$ cat src/rtl/cal_alarm_pkg.sv
package cal_alarm_pkg;

  localparam int DIG_W     = 8;
  localparam int WDAY_W    = 3;
  localparam int MASK_W    = 4;
  localparam int LANES     = 9;
  localparam int WEEK_LANE = 6;

  localparam logic [MASK_W-1:0] MASK_WEEK = MASK_W'(7);
  localparam logic [MASK_W-1:0] MASK_TOP  = MASK_W'(9);

  typedef struct packed {
    logic              half;
    logic [DIG_W-1:0]  sec;
    logic [DIG_W-1:0]  min;
    logic [DIG_W-1:0]  hour;
    logic [WDAY_W-1:0] wday;
    logic [DIG_W-1:0]  day;
    logic [DIG_W-1:0]  mon;
  } cal_t;

  // smallest mask code at which a lane joins the compare
  function automatic logic [MASK_W-1:0] lane_floor(input int idx);
    logic [MASK_W-1:0] f;
    case (idx)
      0: f = MASK_W'(1);
      1: f = MASK_W'(2);
      2: f = MASK_W'(3);
      3: f = MASK_W'(4);
      4: f = MASK_W'(5);
      5: f = MASK_W'(6);
      6: f = MASK_W'(7);
      7: f = MASK_W'(8);
      default: f = MASK_W'(9);
    endcase
    return f;
  endfunction

  function automatic logic lane_same(input cal_t a, input cal_t b, input int idx);
    logic s;
    case (idx)
      0: s = (a.half == b.half);
      1: s = (a.sec[3:0] == b.sec[3:0]);
      2: s = (a.sec[DIG_W-1:4] == b.sec[DIG_W-1:4]);
      3: s = (a.min[3:0] == b.min[3:0]);
      4: s = (a.min[DIG_W-1:4] == b.min[DIG_W-1:4]);
      5: s = (a.hour == b.hour);
      6: s = (a.wday == b.wday);
      7: s = (a.day == b.day);
      default: s = (a.mon == b.mon);
    endcase
    return s;
  endfunction

endpackage

$ cat src/rtl/cal_alarm_match.sv
module cal_alarm_match
  import cal_alarm_pkg::*;
(
  input  cal_t              now_i,
  input  cal_t              ref_i,
  input  logic [MASK_W-1:0] mask_i,
  output logic              hit_o
);

  logic [LANES-1:0] same;
  logic [LANES-1:0] need;

  for (genvar g = 0; g < LANES; g++) begin : g_lane
    assign same[g] = lane_same(now_i, ref_i, g);
    if (g == WEEK_LANE) begin : g_exact
      assign need[g] = (mask_i == MASK_WEEK);
    end else begin : g_floor
      assign need[g] = (mask_i >= lane_floor(g));
    end
  end

  assign hit_o = (mask_i <= MASK_TOP) && ((same | ~need) == {LANES{1'b1}});

endmodule

$ cat src/rtl/cal_alarm_repeat.sv
module cal_alarm_repeat #(
  parameter int CNT_W = 8
) (
  input  logic             clk,
  input  logic             rst_n,
  input  logic             fire_i,
  input  logic [CNT_W-1:0] load_val_i,
  input  logic             load_i,
  input  logic             chime_val_i,
  input  logic             chime_wr_i,
  input  logic             arm_val_i,
  input  logic             arm_wr_i,
  output logic             en_q,
  output logic [CNT_W-1:0] cnt_q,
  output logic             chime_q
);

  localparam logic [CNT_W-1:0] CNT_ZERO = '0;
  localparam logic [CNT_W-1:0] CNT_FULL = '1;

  logic at_zero;
  logic last_shot;
  logic [CNT_W-1:0] cnt_next;

  assign at_zero   = (cnt_q == CNT_ZERO);
  assign last_shot = fire_i && at_zero && !chime_q;

  always_comb begin
    cnt_next = cnt_q;
    if (load_i)             cnt_next = load_val_i;
    else if (fire_i) begin
      if (!at_zero)         cnt_next = cnt_q - 1'b1;
      else if (chime_q)     cnt_next = CNT_FULL;
    end
  end

  always_ff @(posedge clk or negedge rst_n) begin
    if (!rst_n) begin
      en_q    <= 1'b0;
      cnt_q   <= CNT_ZERO;
      chime_q <= 1'b0;
    end else begin
      cnt_q <= cnt_next;
      if (chime_wr_i) chime_q <= chime_val_i;
      if (arm_wr_i)        en_q <= arm_val_i;
      else if (last_shot)  en_q <= 1'b0;
    end
  end

  // count steps down by one per event
  a_r5_count_down: assert property (@(posedge clk) disable iff (!rst_n)
    (fire_i && !load_i && cnt_q != CNT_ZERO) |=> (cnt_q == $past(cnt_q) - 1'b1));

  // chime wraps zero to full and stays armed
  a_r7_chime_wrap: assert property (@(posedge clk) disable iff (!rst_n)
    (fire_i && !load_i && !arm_wr_i && at_zero && chime_q) |=> (cnt_q == CNT_FULL && en_q));

  // final event disarms
  a_r6_last_disarms: assert property (@(posedge clk) disable iff (!rst_n)
    (fire_i && !arm_wr_i && at_zero && !chime_q) |=> !en_q);

  // an arm write lands
  a_r10_arm_write: assert property (@(posedge clk) disable iff (!rst_n)
    arm_wr_i |=> (en_q == $past(arm_val_i)));

  // a load lands
  a_r8_load_wins: assert property (@(posedge clk) disable iff (!rst_n)
    load_i |=> (cnt_q == $past(load_val_i)));

endmodule

$ cat src/rtl/cal_alarm.sv
module cal_alarm
  import cal_alarm_pkg::*;
#(
  parameter int CNT_W = 8
) (
  input  logic              clk,
  input  logic              rst_n,
  input  logic              half_tick,
  input  logic              now_half,
  input  logic [DIG_W-1:0]  now_sec,
  input  logic [DIG_W-1:0]  now_min,
  input  logic [DIG_W-1:0]  now_hour,
  input  logic [WDAY_W-1:0] now_wday,
  input  logic [DIG_W-1:0]  now_day,
  input  logic [DIG_W-1:0]  now_mon,
  input  logic              set_half,
  input  logic [DIG_W-1:0]  set_sec,
  input  logic [DIG_W-1:0]  set_min,
  input  logic [DIG_W-1:0]  set_hour,
  input  logic [WDAY_W-1:0] set_wday,
  input  logic [DIG_W-1:0]  set_day,
  input  logic [DIG_W-1:0]  set_mon,
  input  logic [MASK_W-1:0] set_mask,
  input  logic              set_wr,
  input  logic [CNT_W-1:0]  rep_val,
  input  logic              rep_wr,
  input  logic              chime_val,
  input  logic              chime_wr,
  input  logic              arm_val,
  input  logic              arm_wr,
  output logic              alarm_pulse,
  output logic              armed,
  output logic [CNT_W-1:0]  rep_left
);

  cal_t              now_c;
  cal_t              set_c;
  cal_t              ref_q;
  logic [MASK_W-1:0] mask_q;
  logic              hit;
  logic              fire;
  logic              en_q;
  logic              chime_q;
  logic              pulse_q;

  assign now_c = '{half: now_half, sec: now_sec, min: now_min, hour: now_hour,
                   wday: now_wday, day: now_day, mon: now_mon};
  assign set_c = '{half: set_half, sec: set_sec, min: set_min, hour: set_hour,
                   wday: set_wday, day: set_day, mon: set_mon};

  // setting store, locked while armed
  always_ff @(posedge clk or negedge rst_n) begin
    if (!rst_n) begin
      ref_q  <= '0;
      mask_q <= '0;
    end else if (set_wr && !en_q) begin
      ref_q  <= set_c;
      mask_q <= set_mask;
    end
  end

  cal_alarm_match i_match (
    .now_i  (now_c),
    .ref_i  (ref_q),
    .mask_i (mask_q),
    .hit_o  (hit)
  );

  assign fire = en_q && half_tick && hit;

  cal_alarm_repeat #(.CNT_W(CNT_W)) i_repeat (
    .clk         (clk),
    .rst_n       (rst_n),
    .fire_i      (fire),
    .load_val_i  (rep_val),
    .load_i      (rep_wr),
    .chime_val_i (chime_val),
    .chime_wr_i  (chime_wr),
    .arm_val_i   (arm_val),
    .arm_wr_i    (arm_wr),
    .en_q        (en_q),
    .cnt_q       (rep_left),
    .chime_q     (chime_q)
  );

  always_ff @(posedge clk or negedge rst_n) begin
    if (!rst_n) pulse_q <= 1'b0;
    else        pulse_q <= fire;
  end

  assign alarm_pulse = pulse_q;
  assign armed       = en_q;

  // setting frozen while armed
  a_r9_cfg_locked: assert property (@(posedge clk) disable iff (!rst_n)
    (en_q && set_wr) |=> ($stable(ref_q) && $stable(mask_q)));

  // a pulse follows a sampled tick
  a_r4_pulse_on_tick: assert property (@(posedge clk) disable iff (!rst_n)
    alarm_pulse |-> ($past(half_tick) && $past(en_q)));

  // reserved codes stay silent
  a_r3_reserved_silent: assert property (@(posedge clk) disable iff (!rst_n)
    alarm_pulse |-> ($past(mask_q) <= MASK_TOP));

  // disarm only by write or final event
  a_r6_disarm_cause: assert property (@(posedge clk) disable iff (!rst_n)
    $fell(en_q) |-> ($past(arm_wr) || (alarm_pulse && $past(rep_left) == '0)));

endmodule

$ cat config.mk
export PLATFORM = sky130hd
export DESIGN_NAME = cal_alarm
export DESIGN_NICKNAME = d
export VERILOG_FILES = /design/src/rtl/cal_alarm_pkg.sv /design/src/rtl/cal_alarm_match.sv /design/src/rtl/cal_alarm_repeat.sv /design/src/rtl/cal_alarm.sv
export SDC_FILE = /design/constraint.sdc
export NUM_CORES = 1
export LEC_CHECK = 0
export ABC_CLOCK_PERIOD_IN_PS = 4250
export BUFFER_PORTS_ARGS = -buffer_cell sky130_fd_sc_hd__buf_2
export CAP_MARGIN = 20
export CORE_UTILIZATION = 53
export DETAILED_ROUTE_END_ITERATION = 7
export PLACE_DENSITY = 0.83
export SYNTH_ARGS = -nofsm -noshare
export SYNTH_HDL_FRONTEND = slang
export SYNTH_SLANG_ARGS = --single-unit
$ cat constraint.sdc
create_clock -name clk -period 4.25 [get_ports clk]
set_input_delay 0.2125 -clock clk [delete_from_list [all_inputs] [get_ports clk]]
set_output_delay 0.2125 -clock clk [all_outputs]
set_load 0.02 [all_outputs]
==> out/metrics.csv, run 1 <==
stage;metric;value;unit
timing;Least-Margin Pin Slew;749;ps
layout;area grow syn2layout;26.3;%
yosys;library cells used by synthesis;45;
clocking;deepest clock path buffer count;2;
global_route;gr usage total;24.2;%
floorplan;core outline area;5570;µm²
yosys;post-synthesis adder-cell area fraction;0.808;%
clocking;Clock transition at path regs;60;ps
floorplan;die area;6160;µm²
yosys;EDFF count, synth;0;
yosys;area share of the largest cell type after synthesis;47.7;%
layout;n_diodes;0;
timing;Final Cycle Share;64.2;%
clocking;Clk Latency, worst-skew pair;320;ps
yosys;area leader, netlist;dfrtp_1;
worst_hold_path;hold crit path type;input pin to asynchronous set/reset pin;
clocking;CTS resizes;0;
timing;Peak Freq;366;MHz
routing;DRC Markers;0;
global_route;first-pass GRT wire length;11500;µm
layout;share of post-route cells with drive strength above 1;49.3;%
clocking;Hold-fix buffers, CTS;0;
clocking;CTS tree;yes;
global_route;number of global-route vias before repair;2544;
timing;Fin Setup TNS;0;ps
routing;vias after detailed routing;2452;
floorplan;Die Ht;78.5;µm
worst_setup_path;Critical Path Source Type;register;
run_status;status;completed;
timing;RSZ-0062 raised after global routing;no;
clocking;total number of H-tree levels;3;
worst_setup_path;worst path required time;4460;ps
yosys;Mapped Avg Cell Area;11.9;µm²
worst_setup_path;Max FO, Critical Path;10;
yosys;Synth area leaders;dfrtp_1 (48%), mux2_2 (18%), xor2_1 (10%);
timing;fin crit period;2730;ps
layout;Post-Layout Cell Count;455;
worst_setup_path;Setup CP Type;register to register;
worst_setup_path;Data arrival, critical path;2940;ps
pwr;Max IR drop VDD;0.255;mV
yosys;asr flop ratio synth;100;%
floorplan;width of the chip;78.5;µm
yosys;yosys warns;0;
yosys;multiplexer fraction of the synthesized cell area;17.8;%
routing;DRT Pass-1 Iters;4;
timing;Final Hold Fails;0;
clocking;Sink Count;59;
yosys;top-count cell post-synth;dfrtp_1;
timing;clk_skew;6.94;ps
global_route;initial antenna violation count;0;
yosys;Mapped Area;3100;µm²
clocking;Root Driver;clkbuf_8;
clocking;Post-CTS Setup Bufs;0;
routing;WL final;7030;µm
timing;Worst slew margin;50.1;%
floorplan;Initial Util;55.6;%
layout;nets;490;
yosys;most instantiated cells after synthesis;dfrtp_1 (59), mux2_2 (49), xor2_1 (37);
floorplan;row count;27;
routing;DR iter-0 viols;143;
routing;per-cell routed wire length;15.5;µm
place;PortBufs;118;
place;dpl hpwl;5170;µm
clocking;number of buffers created by CTS;9;
pwr;cell area power density;379;nW/µm²
place;Placed Cells;440;
yosys;Post-Synth XOR/XNOR Area;13.0;%
timing;Finish-stage setup viols;0;
yosys;Synth Area in Simple Gates;8.44;%
pwr;Static Leakage;1.82;nW
yosys;synthesis-stage register bit count;59;
yosys;syn_nets;371;
yosys;ys flop type;dfrtp_1;
worst_setup_path;startpoint of the worst-slack reg-to-reg timing path;ref_q[37];
yosys;Synth Area in Compound Gates;10.1;%
timing;fin. max-slew vios;0;
yosys;cell count after synthesis;260;
routing;via/cell ratio;5.39;
global_route;total congestion overflow;0;
worst_setup_path;Crit. Startpoint;ref_q[37];
yosys;largest family of logic cells by synthesized area;multiplexers;
yosys;sequential share of the synthesized area;47.7;%
run;max_cap viols;0;
global_route;largest net degree at the start of global routing;60;
timing;Fin Hold WS;28.9;ps
floorplan;I/O Pins;119;
place;RePlAce Congestion;0.864;
routing;ANT nets after route;0;
worst_setup_path;Crit. End Element;register;
## placed cells by master (no fill, tap or decap), drive strengths merged, types with 5 or more instances in the layout
master and count:
o21ai 5, buf 120, nor3 7, xor2 37, a21oi 5, mux2 49, nor4 8, xnor2 9
clkbuf 12, dfrtp 59, inv 5, nor2 9, nand2 8
## worst max-delay path, stage by stage (launching register included)
cell and delay, ps:
dfrtp_1 390, xnor2_1 180, nand4_1 170, or4_1 680, a2111oi_4 710, a311oi_1 190, a221o_1 300
## layout make-up
cell class                 instances  area [µm²]
clock inverter                     3        15.0
fill                             422        1660
inverter                           5        18.8
sequential                        59        1480
timing repair buffer             120         606
tap                               72        90.1
multi-input combinational        184        1560
clock buffer                      12         145
## sequential cells by signal, summed over array words and instances (netlist names)
name              count
alarm_pulse           1
i_repeat.en_q         1
ref_q                44
mask_q                4
i_repeat.cnt_q        8
i_repeat.chime_q      1
## cells by family (layout without fill, tap and decap cells)
kind of cell / after synthesis / after routing
DFF: 59 / 59
muxes: 49 / 49
AOI/OAI and AO/OA: 39 / 39
and+or+nand+nor: 48 / 48
adders and majority gates: 2 / 2
buffers and inverters: 17 / 140
xor gates and xnor gates: 46 / 46
## worst paths after layout
kind	end	cells past startpoint	slack, ps
worst max-delay path	i_repeat.cnt_q[5]	6	1520
worst min-delay path	ref_q[41]	2	30
worst max register to register	i_repeat.cnt_q[5]	6	1520
worst min register to register	ref_q[3]	1	530
max in group asynchronous	ref_q[16]	2	3710
min in group clk	i_repeat.en_q	2	90
## metrics by stage
stage,area [µm²],worst slack (ps),util (%),power (mW)
3_5_place_dp,3750,1570,67.3,1.06
3_3_place_gp,3750,1700,67.3,1.04
6_report,3910,1520,70.2,1.48
4_1_cts,3910,1550,70.2,1.49
2_1_floorplan,3100,1900,-,0.934
5_1_grt,3910,1390,70.2,1.55
## metal layers
metal | GRT usage, % | wire, µm | up-vias
met1 | 29.5 | 2980 | 1158
met5 | 0 | 0 | -
met4 | 9.07 | 121 | 0
met3 | 4.65 | 424 | 17
met2 | 42.3 | 3510 | 103
li1 | - | - | 1174
## report_power, final
group | total [mW] | internal, mW | switching, mW
clock | 0.434 | 0.222 | 0.212
combinational | 0.326 | 0.180 | 0.146
sequential | 0.722 | 0.648 | 0.0742
Power figures use the tool's default switching activity.
==> inputs of run 2 (changes only) <==
--- a/config.mk
+++ b/config.mk
@@ -5,12 +5,13 @@
 export SDC_FILE = /design/constraint.sdc
 export NUM_CORES = 1
 export LEC_CHECK = 0
-export ABC_CLOCK_PERIOD_IN_PS = 4250
+export ABC_AREA = 1
+export ABC_CLOCK_PERIOD_IN_PS = 2750
 export BUFFER_PORTS_ARGS = -buffer_cell sky130_fd_sc_hd__buf_2
 export CAP_MARGIN = 20
-export CORE_UTILIZATION = 53
+export CORE_UTILIZATION = 50
 export DETAILED_ROUTE_END_ITERATION = 7
-export PLACE_DENSITY = 0.83
+export PLACE_DENSITY = 0.77
 export SYNTH_ARGS = -nofsm -noshare
 export SYNTH_HDL_FRONTEND = slang
 export SYNTH_SLANG_ARGS = --single-unit
==> constraint.sdc (replaced) <==
create_clock -name clk -period 2.75 [get_ports clk]
set_input_delay 0.1375 -clock clk [delete_from_list [all_inputs] [get_ports clk]]
set_output_delay 0.1375 -clock clk [all_outputs]
set_load 0.02 [all_outputs]
==> out/metrics.csv, run 2 <==
stage;metric;value;unit
clocking;total number of H-tree levels;3;
yosys;area share of the largest cell type after synthesis;44.4;%
place;dpl hpwl;5520;µm
timing;Worst slew margin;50.1;%
floorplan;row count;29;
floorplan;width of the chip;83.6;µm
worst_setup_path;Crit. End Element;register;
clocking;Clock transition at path regs;60;ps
yosys;Mapped Area;3330;µm²
timing;Least-Margin Pin Slew;748;ps
routing;via/cell ratio;4.75;
pwr;Max IR drop VDD;0.448;mV
timing;Final Cycle Share;61.5;%
global_route;first-pass GRT wire length;12900;µm
worst_setup_path;Worst R2R End;ref_q[19];
worst_setup_path;startpoint of the worst-slack reg-to-reg timing path;i_repeat.en_q;
clocking;number of buffers created by CTS;9;
timing;clk_skew;7.95;ps
worst_setup_path;Levels on crit path;4;
global_route;gr usage total;22.7;%
yosys;library cells used by synthesis;27;
routing;DRT Pass-1 Iters;4;
floorplan;Die Ht;83.6;µm
clocking;Clk Latency, worst-skew pair;330;ps
floorplan;Initial Util;52.1;%
yosys;cell count after synthesis;441;
floorplan;core outline area;6390;µm²
floorplan;die area;6980;µm²
yosys;Synth area leaders;dfrtp_1 (44%), nand2_1 (16%), mux2_2 (7.1%);
yosys;synthesis-stage register bit count;59;
global_route;initial antenna violation count;0;
worst_hold_path;worst hold start;chime_wr;
worst_setup_path;CP peak stage delay;460;ps
timing;Peak Freq;592;MHz
layout;Biggest register;ref_q;
yosys;sequential share of the synthesized area;44.4;%
worst_setup_path;reg2reg setup slack;1060;ps
floorplan;I/O Pins;119;
worst_setup_path;R2R cell count;4;
run_status;status;completed;
routing;DRC Markers;0;
layout;most frequent cells in the layout;nand2_1 (137), buf_2 (118), dfrtp_1 (59);
clocking;Post-CTS Setup Bufs;0;
clocking;Sink Count;59;
worst_setup_path;worst path required time;2960;ps
yosys;most instantiated cells after synthesis;nand2_1 (138), dfrtp_1 (59), inv_1 (58), nor2_1 (58), a21oi_1 (33);
routing;WL final;7270;µm
clocking;CTS tree;yes;
timing;Finish-stage setup viols;0;
worst_setup_path;Max FO, Critical Path;47;
yosys;EDFF count, synth;0;
timing;RSZ-0062 raised after global routing;no;
timing;fin. max-slew vios;0;
layout;most common library cell in the layout ignoring fill and taps;nand2_1;
yosys;yosys warns;0;
worst_hold_path;hold crit path type;input pin to register;
routing;DR iter-0 viols;122;
yosys;top-count cell post-synth;nand2_1;
yosys;asr flop ratio synth;100;%
place;PortBufs;118;
clocking;CTS resizes;0;
clocking;deepest clock path buffer count;2;
layout;Largest regs;ref_q: 44 flops, i_repeat.cnt_q: 8 flops, mask_q: 4 flops;
worst_hold_path;Worst Hold End;i_repeat.chime_q;
layout;area grow syn2layout;28.8;%
run;max_cap viols;0;
worst_setup_path;Top delay family on crit path;simple AND/OR/NAND/NOR gates;
timing;Fin Setup TNS;0;ps
pwr;Static Leakage;2.41;nW
timing;Fin Hold WS;18.9;ps
layout;max reg flops;44;
global_route;number of global-route vias before repair;3163;
worst_setup_path;Cell Chain, Critical Path;inv_1 -> nand2_2 -> buf_12 -> mux2_2;
global_route;largest net degree at the start of global routing;60;
layout;share of post-route cells with drive strength above 1;30.9;%
routing;per-cell routed wire length;11.2;µm
worst_hold_path;Min-Delay Path Depth;2;
timing;Final Hold Fails;0;
yosys;ys flop type;dfrtp_1;
worst_setup_path;Crit-path slowest cell;nand2_2;
place;RePlAce Congestion;0.871;
routing;vias after detailed routing;3071;
worst_setup_path;Setup CP Type;register to register;
routing;ANT nets after route;0;
layout;post-layout utilization of the core;67.1;%
worst_setup_path;Buf/Inv on CP;2;
yosys;syn_nets;552;
yosys;area leader, netlist;dfrtp_1;
layout;n_diodes;0;
worst_setup_path;Data arrival, critical path;1900;ps
worst_setup_path;Critical Path Source Type;register;
clocking;Hold-fix buffers, CTS;2;
clocking;Root Driver;clkbuf_8;
global_route;total congestion overflow;0;
layout;nets;676;
yosys;Mapped Avg Cell Area;7.54;µm²
pwr;cell area power density;631;nW/µm²
timing;fin crit period;1690;ps
## run 2: layer usage
metal	up-vias	global-route usage, %	wire length (µm)
li1	1601	-	-
met1	1374	26.1	3150
met2	82	40.8	3580
met3	14	4.75	393
met4	0	9.24	144
met5	-	0	0
## run 2: layout make-up
type / count / area [µm²]
inverter: 65 / 244
multi-input combinational: 308 / 1570
clock inverter: 4 / 95.1
sequential: 59 / 1480
timing repair buffer: 122 / 638
tap: 77 / 96.3
clock buffer: 12 / 165
fill: 565 / 2100
## run 2: how the worst max path moves through the flow
stage / startpoint / end / slack, ps
finish: i_repeat.en_q / ref_q[19] / 1060
CTS: i_repeat.en_q / ref_q[19] / 1040
global route: i_repeat.en_q / ref_q[19] / 960
global placement: i_repeat.en_q / ref_q[14] / 1110
floorplan: i_repeat.cnt_q[0] / i_repeat.cnt_q[4] / 1210
detailed placement: i_repeat.en_q / ref_q[19] / 1060
## run 2: power breakdown
part / internal, mW / switching, mW
registers: 1.00 / 0.0965
clock network: 0.675 / 0.334
logic: 0.277 / 0.322
## run 2: logic make-up (layout without fill, tap and decap cells)
family | Yosys count | after routing | synth area share, %
compound gates | 47 | 47 | 7.30
xor+xnor | 18 | 18 | 4.74
fa+ha+maj | 2 | 2 | 0.752
buf+inv | 74 | 203 | 8.46
flops | 59 | 59 | 44.4
mux | 21 | 21 | 7.11
simple gates | 220 | 220 | 27.3
## run 2: per-stage QoR
| stage | instance area [µm²] | cells | power, mW | setup WS, ps |
|---|---|---|---|---|
| 3_5_place_dp | 4010 | 629 | 1.72 | 1060 |
| 4_1_cts | 4290 | 647 | 2.74 | 1040 |
| 2_1_floorplan | 3330 | 441 | 1.51 | 1210 |
| 5_1_grt | 4290 | 647 | 2.87 | 961 |
| 3_3_place_gp | 4010 | 629 | 1.69 | 1110 |
| 6_report | 4290 | 647 | 2.71 | 1060 |
